$ cat src/rtl/dct_pkg.sv
package dct_pkg;

  typedef enum logic [2:0] {
    CMD_NOP = 3'd0,
    CMD_ACT = 3'd1,
    CMD_PRE = 3'd2,
    CMD_RD  = 3'd3,
    CMD_WR  = 3'd4,
    CMD_MRS = 3'd5,
    CMD_REF = 3'd6
  } cmd_e;

  // Strobes from control to datapath for one sampled edge
  typedef struct packed {
    logic accept;       // edge not frozen by clock enable
    cmd_e cmd;
    logic err;
    logic bankSel;      // report the bank index
    logic openBank;     // open addressed bank, store row
    logic closeBank;    // close addressed bank
    logic closeAll;     // close every bank
    logic useRowAddr;   // rowOut from address pins
    logic useStoredRow; // rowOut from stored open row
    logic useCol;       // colOut from address pins
    logic autoPre;
    logic allBank;
    logic chop;
  } strobe_t;

endpackage

$ cat src/rtl/dct_ctrl.sv
module dct_ctrl
  import dct_pkg::*;
#(
  parameter int NUM_BANKS = 8,
  localparam int BANK_W = $clog2(NUM_BANKS)
) (
  input  logic                 clk,
  input  logic                 rstN,
  input  logic                 clkEn,
  input  logic                 csN,
  input  logic                 rasN,
  input  logic                 casN,
  input  logic                 weN,
  input  logic [BANK_W-1:0]    bankAddr,
  input  logic                 apBit,
  input  logic                 bcBit,
  input  logic [NUM_BANKS-1:0] bankOpen,
  output strobe_t              stb
);

  logic ckePrev;
  cmd_e cmdDec;
  logic bankIsOpen;
  logic anyOpen;

  // Clock enable sampled at the previous edge gates this edge
  always_ff @(posedge clk) begin
    if (!rstN) ckePrev <= 1'b1;
    else       ckePrev <= clkEn;
  end

  always_comb begin
    if (csN) begin
      cmdDec = CMD_NOP;
    end else begin
      unique case ({rasN, casN, weN})
        3'b011:  cmdDec = CMD_ACT;
        3'b010:  cmdDec = CMD_PRE;
        3'b101:  cmdDec = CMD_RD;
        3'b100:  cmdDec = CMD_WR;
        3'b000:  cmdDec = CMD_MRS;
        3'b001:  cmdDec = CMD_REF;
        default: cmdDec = CMD_NOP;
      endcase
    end
  end

  assign bankIsOpen = bankOpen[bankAddr];
  assign anyOpen    = |bankOpen;

  always_comb begin
    stb        = '0;
    stb.accept = ckePrev;
    stb.cmd    = cmdDec;
    unique case (cmdDec)
      CMD_ACT: begin
        stb.bankSel = 1'b1;
        if (bankIsOpen) begin
          stb.err = 1'b1;
        end else begin
          stb.openBank   = 1'b1;
          stb.useRowAddr = 1'b1;
        end
      end
      CMD_PRE: begin
        stb.bankSel = 1'b1;
        if (apBit) begin
          stb.closeAll = 1'b1;
          stb.allBank  = 1'b1;
        end else begin
          stb.closeBank = 1'b1;
        end
      end
      CMD_RD, CMD_WR: begin
        stb.bankSel = 1'b1;
        if (!bankIsOpen) begin
          stb.err = 1'b1;
        end else begin
          stb.useCol       = 1'b1;
          stb.useStoredRow = 1'b1;
          stb.autoPre      = apBit;
          stb.closeBank    = apBit;
          stb.chop         = ~bcBit;
        end
      end
      CMD_REF: begin
        stb.err = anyOpen;
      end
      default: begin
      end
    endcase
  end

endmodule

$ cat src/rtl/dct_datapath.sv
module dct_datapath
  import dct_pkg::*;
#(
  parameter int NUM_BANKS = 8,
  parameter int ROW_W     = 13,
  parameter int COL_W     = 10,
  localparam int BANK_W = $clog2(NUM_BANKS)
) (
  input  logic                 clk,
  input  logic                 rstN,
  input  strobe_t              stb,
  input  logic [BANK_W-1:0]    bankAddr,
  input  logic [ROW_W-1:0]     addr,
  output logic [2:0]           cmdOut,
  output logic [BANK_W-1:0]    bankOut,
  output logic [ROW_W-1:0]     rowOut,
  output logic [COL_W-1:0]     colOut,
  output logic                 autoPreOut,
  output logic                 allBankOut,
  output logic                 chopOut,
  output logic                 errOut,
  output logic [NUM_BANKS-1:0] bankOpen
);

  logic [NUM_BANKS-1:0][ROW_W-1:0] rowAll;
  logic [ROW_W-1:0]                rowNext;

  // Per-bank state: open flag and stored row
  for (genvar b = 0; b < NUM_BANKS; b++) begin : g_bank
    logic             openReg;
    logic [ROW_W-1:0] rowReg;
    logic             hit;

    assign hit = (bankAddr == BANK_W'(b));

    always_ff @(posedge clk) begin
      if (!rstN) begin
        openReg <= 1'b0;
        rowReg  <= '0;
      end else if (stb.accept) begin
        if (stb.closeAll || (stb.closeBank && hit)) begin
          openReg <= 1'b0;
        end else if (stb.openBank && hit) begin
          openReg <= 1'b1;
          rowReg  <= addr;
        end
      end
    end

    assign bankOpen[b] = openReg;
    assign rowAll[b]   = rowReg;
  end

  always_comb begin
    if (stb.useRowAddr)        rowNext = addr;
    else if (stb.useStoredRow) rowNext = rowAll[bankAddr];
    else                       rowNext = '0;
  end

  always_ff @(posedge clk) begin
    if (!rstN) begin
      cmdOut     <= 3'd0;
      bankOut    <= '0;
      rowOut     <= '0;
      colOut     <= '0;
      autoPreOut <= 1'b0;
      allBankOut <= 1'b0;
      chopOut    <= 1'b0;
      errOut     <= 1'b0;
    end else if (stb.accept) begin
      cmdOut     <= stb.cmd;
      bankOut    <= stb.bankSel ? bankAddr : '0;
      rowOut     <= rowNext;
      colOut     <= stb.useCol ? addr[COL_W-1:0] : '0;
      autoPreOut <= stb.autoPre;
      allBankOut <= stb.allBank;
      chopOut    <= stb.chop;
      errOut     <= stb.err;
    end
  end

endmodule

$ cat src/rtl/dram_cmd_tracker.sv
module dram_cmd_tracker
  import dct_pkg::*;
#(
  parameter int NUM_BANKS = 8,
  parameter int ROW_W     = 13,
  parameter int COL_W     = 10,
  parameter int AP_BIT    = 10,
  parameter int BC_BIT    = 12,
  localparam int BANK_W = $clog2(NUM_BANKS)
) (
  input  logic                 clk,
  input  logic                 rstN,
  input  logic                 clkEn,
  input  logic                 csN,
  input  logic                 rasN,
  input  logic                 casN,
  input  logic                 weN,
  input  logic [BANK_W-1:0]    bankAddr,
  input  logic [ROW_W-1:0]     addr,
  output logic [2:0]           cmdCode,
  output logic [BANK_W-1:0]    bankOut,
  output logic [ROW_W-1:0]     rowOut,
  output logic [COL_W-1:0]     colOut,
  output logic                 autoPreOut,
  output logic                 allBankOut,
  output logic                 chopOut,
  output logic                 errOut,
  output logic [NUM_BANKS-1:0] bankOpen
);

  strobe_t stb;

  dct_ctrl #(
    .NUM_BANKS(NUM_BANKS)
  ) u_ctrl (
    .clk      (clk),
    .rstN     (rstN),
    .clkEn    (clkEn),
    .csN      (csN),
    .rasN     (rasN),
    .casN     (casN),
    .weN      (weN),
    .bankAddr (bankAddr),
    .apBit    (addr[AP_BIT]),
    .bcBit    (addr[BC_BIT]),
    .bankOpen (bankOpen),
    .stb      (stb)
  );

  dct_datapath #(
    .NUM_BANKS(NUM_BANKS),
    .ROW_W    (ROW_W),
    .COL_W    (COL_W)
  ) u_dp (
    .clk        (clk),
    .rstN       (rstN),
    .stb        (stb),
    .bankAddr   (bankAddr),
    .addr       (addr),
    .cmdOut     (cmdCode),
    .bankOut    (bankOut),
    .rowOut     (rowOut),
    .colOut     (colOut),
    .autoPreOut (autoPreOut),
    .allBankOut (allBankOut),
    .chopOut    (chopOut),
    .errOut     (errOut),
    .bankOpen   (bankOpen)
  );

endmodule

$ cat config.mk
export PLATFORM = sky130hd
export DESIGN_NAME = dram_cmd_tracker
export DESIGN_NICKNAME = d
export VERILOG_FILES = /design/src/rtl/dct_pkg.sv /design/src/rtl/dct_ctrl.sv /design/src/rtl/dct_datapath.sv /design/src/rtl/dram_cmd_tracker.sv
export SDC_FILE = /design/constraint.sdc
export NUM_CORES = 1
export LEC_CHECK = 0
export BUFFER_PORTS_ARGS = -buffer_cell sky130_fd_sc_hd__buf_2
export CORE_MARGIN = 3
export CORE_UTILIZATION = 55
export DETAILED_ROUTE_END_ITERATION = 10
export GPL_ROUTABILITY_DRIVEN = 1
export HOLD_SLACK_MARGIN = 0.15
export PLACE_DENSITY = 0.72
export SLEW_MARGIN = 20
export SYNTH_ARGS = -nofsm -noshare
export SYNTH_HDL_FRONTEND = slang
export SYNTH_HIERARCHICAL = 1
export SYNTH_SLANG_ARGS = --single-unit
$ cat constraint.sdc
create_clock -name clk -period 3.9 [get_ports clk]
set_clock_uncertainty 0.05 [all_clocks]
set_input_delay 0 -clock clk [delete_from_list [all_inputs] [get_ports clk]]
set_output_delay 0 -clock clk [all_outputs]
set_load 0.03 [all_outputs]
==> flow_summary.json <==
{
  "syn-num-nets": 743,
  "drtIter0Drc": 484,
  "switchingPower_mw": 0.754,
  "r2r-start": "u_dp/g_bank[1].openReg",
  "num_rows": 40,
  "netlist-cell-type-count": 44,
  "power_mw": 3.31,
  "post_cts_buffers": 0,
  "slew_headroom_pct": 31.4,
  "drcViolationCount": 0,
  "area_growth_pct": 13.6,
  "worst_slew_pin_slew_ns": 1.03,
  "seqPwrFrac_pct": 45.5,
  "fill_cells": 966,
  "min_path_type": "input port to flip-flop",
  "finalHoldViolations": 0,
  "worstPathMaxFanout": 13,
  "grt_pass1_wl_um": 27200,
  "postLayoutCellArea_mm2": 0.00802,
  "holdPathStages": 3,
  "synth_flop_cell": "dfxtp_1",
  "cp.arrival_ns": 3.41,
  "dpl.hpwl_um": 10400,
  "syn_inst": 720,
  "start_kind": "input port",
  "switching_share_pct": 22.8,
  "ir_drop_mv": 0.291,
  "yosysSeqAreaShare_pct": 41.4,
  "ys_ff_latch": 146,
  "synth.avg_cell_area_um2": 9.80,
  "io_buffers": 63,
  "p_clk_share_pct": 47.6,
  "tritoncts": "built",
  "holdPathEnd": "u_dp/bankOut[1]",
  "clkSinkCount": 146,
  "final_nets": 776,
  "yosysWarnings": 6,
  "final.period_utilization_pct": 80.8,
  "ff2ff_setup_slack_ns": 0.77,
  "fmax_mhz": 317,
  "endpoint_kind": "flip-flop",
  "hp-start": "bankAddr[1]",
  "grt_util_all_layers_pct": 24.1,
  "worstPathRequired_ns": 4.16,
  "p_per_area_mw_per_mm2": 413,
  "via_per_inst": 5.65,
  "vias": 5274,
  "combPwrFrac_pct": 6.9,
  "ff2ff_path_depth": 8,
  "ant_nets": 0,
  "cts_resized": 0,
  "rsz0062_at_grt": "no",
  "synth_enable_flop_cells": 0,
  "path_clk_slew_ns": 0.06,
  "dieArea_mm2": 0.0142,
  "wl_per_cell_um": 17.9,
  "maxSlewViolCount": 0,
  "io_pins": 64,
  "core_mm2": 0.0123,
  "synth_area_mm2": 0.00705,
  "fp.dieW_um": 119,
  "die_h_um": 119,
  "firstDrtPassIters": 5,
  "cts_buffers": 17,
  "post-route-min-period_ns": 3.15,
  "p_leak_nw": 3.25,
  "setup_viol": 0,
  "reg2reg_to": "u_dp/g_bank[5].rowReg[3]",
  "drive_gt1_share_pct": 18.5,
  "clk-insertion-delay-late_ns": 0.42,
  "overflow": 0,
  "grt_max_degree": 80,
  "antenna_found_initial": 0,
  "root_buffer": "clkbuf_16",
  "routed_wl_um": 16800,
  "routabilityCongestion": 0.853,
  "cts_buffer_depth": 2,
  "start_util_pct": 57.5,
  "setup_tns_ns": 0,
  "p_int_mw": 2.56,
  "diodes": 0,
  "drv_cap": 0,
  "outcome": "finished clean",
  "grt_pass1_vias": 5273,
  "h-tree-depth": 4,
  "critPathKind": "input port to flip-flop",
  "synth-async-reset-ratio_pct": 0,
  "dpl_cell_area_mm2": 0.00722
}
routing by layer:
layer	track usage, %	part of all wire, %
met4	8.69	1.5
met3	5.32	5.2
met5	0	0
met1	31.9	47
met2	38.6	46
through the flow:
step                      hold slack (ns)  worst slack [ns]  instances  util [%]
after floorplan                    0.0230             0.682        720         -
after global placement              0.141             0.855        880      58.9
after detailed placement            0.136             0.804        880      58.9
after CTS                           0.160             0.776        934      65.4
after global routing                0.204             0.605        934      65.4
final                               0.173             0.748        934      65.4
kinds of logic (layout without fill, tap and decap cells):
family | Yosys count | count (layout) | synth area share [%]
compound gates | 103 | 103 | 9.95
xor+xnor | 1 | 1 | 0.124
buf+inv | 98 | 144 | 7.24
flops | 146 | 146 | 41.4
mux | 154 | 154 | 22.8
simple gates | 218 | 218 | 18.4
synth_stat cells (2+ instances only):
| library cell | n | share of area, % |
|---|---|---|
| dfxtp_1 | 146 | 41 |
| mux2i_1 | 136 | 19 |
| nor2b_1 | 113 | 10 |
| o21ai_0 | 46 | 3.3 |
| clkbuf_1 | 43 | 2.3 |
| nand3_1 | 29 | 2.1 |
| nand2_1 | 20 | 1.1 |
| nand2b_1 | 20 | 1.8 |
| buf_4 | 19 | 2.0 |
| inv_1 | 14 | 0.74 |
| mux2_2 | 14 | 2.2 |
| a21boi_0 | 13 | 1.4 |
| nor2_1 | 12 | 0.64 |
| o221a_2 | 12 | 1.9 |
| o221ai_1 | 12 | 1.5 |
| buf_2 | 11 | 0.78 |
| a21oi_1 | 7 | 0.50 |
| nor3_1 | 7 | 0.50 |
| o21bai_1 | 6 | 0.64 |
| buf_6 | 5 | 0.80 |
| buf_1 | 3 | 0.16 |
| nor3_2 | 3 | 0.43 |
| nor4_1 | 3 | 0.27 |
| or3_1 | 3 | 0.27 |
| a211oi_1 | 2 | 0.21 |
| mux4_1 | 2 | 0.74 |
| o211a_1 | 2 | 0.28 |
cell usage in the layout, fill, tap and decap left out, types with 2 or more instances in the layout:
cell type	netlist	routed
a211oi_1	2	2
buf_4	19	12
nand3_1	29	29
a21boi_0	13	13
mux2_2	14	14
o21bai_1	6	6
buf_2	11	63
o221ai_1	12	12
o211a_1	2	2
clkbuf_16	0	17
o21ai_0	46	46
inv_1	14	14
nor2b_1	113	113
nand2_1	20	20
dlygate4sd3_1	0	22
mux4_1	2	2
clkbuf_8	0	2
a21oi_1	7	7
or3_1	3	3
nor4_1	3	2
mux2i_1	136	136
o221a_2	12	12
dfxtp_1	146	145
clkinv_2	0	7
nor2_1	12	12
nor3_2	3	3
nor3_1	7	7
nand2b_1	20	20
clkbuf_1	43	2
bufinv_16	0	2
flip-flops by register name (all words and copies together) (netlist names):
| register | count |
|---|---|
| u_dp/autoPreOut | 1 |
| u_dp/bankOut | 3 |
| u_dp/colOut | 10 |
| u_ctrl/ckePrev | 1 |
| u_dp/g_bank.rowReg | 104 |
| u_dp/g_bank.openReg | 8 |
| u_dp/errOut | 1 |
| u_dp/rowOut | 13 |
| u_dp/allBankOut | 1 |
| u_dp/chopOut | 1 |
| u_dp/cmdOut | 3 |
area by class of cell:
class                           instances  area [um2]  area share (%)
Inverter                               15        56.3           0.702
Tap cell                              168         210            2.62
Multi-Input combinational cell        476        3630            45.3
Clock inverter                         11         111            1.39
Sequential cell                       146        2920            36.5
Timing Repair Buffer                   97         626            7.81
Clock buffer                           21         460            5.74
worst max-delay path by stage:
stage / startpoint / to / slack (ns) / cells after the start
2_1_floorplan: u_dp/g_bank[1].openReg / u_dp/g_bank[4].rowReg[10] / 0.68 / 12
3_3_place_gp: u_dp/g_bank[1].openReg / u_dp/g_bank[5].rowReg[12] / 0.85 / 8
3_5_place_dp: u_dp/g_bank[1].openReg / u_dp/g_bank[5].rowReg[4] / 0.80 / 8
4_1_cts: bankAddr[0] / u_dp/g_bank[5].rowReg[0] / 0.78 / 10
5_1_grt: bankAddr[0] / u_dp/g_bank[5].rowReg[9] / 0.60 / 9
6_report: bankAddr[0] / u_dp/g_bank[5].rowReg[3] / 0.75 / 10
critical path: stages:
cell	delay, ns
dlygate4sd3_1	0.51
buf_2	0.19
mux4_1	0.57
mux2_4	0.32
a31oi_1	0.18
nor2_1	0.08
nand4bb_4	0.32
or3_1	0.83
mux2i_1	0.32
nor2b_1	0.07
power groups by stage:
stage	Combinational [mW]	Clock (mW)	Sequential (mW)
after floorplan	0.147	0	1.54
after global placement	0.204	0	1.54
after detailed placement	0.207	0	1.54
after CTS	0.224	1.60	1.51
after global routing	0.242	1.67	1.51
final	0.229	1.58	1.51
repair_timing:
action	4_1_cts	5_1_grt
hold endpoints to repair	142	0
hold buffers	22	0
setup endpoints to repair	0	0
Power figures use the tool's default switching activity.
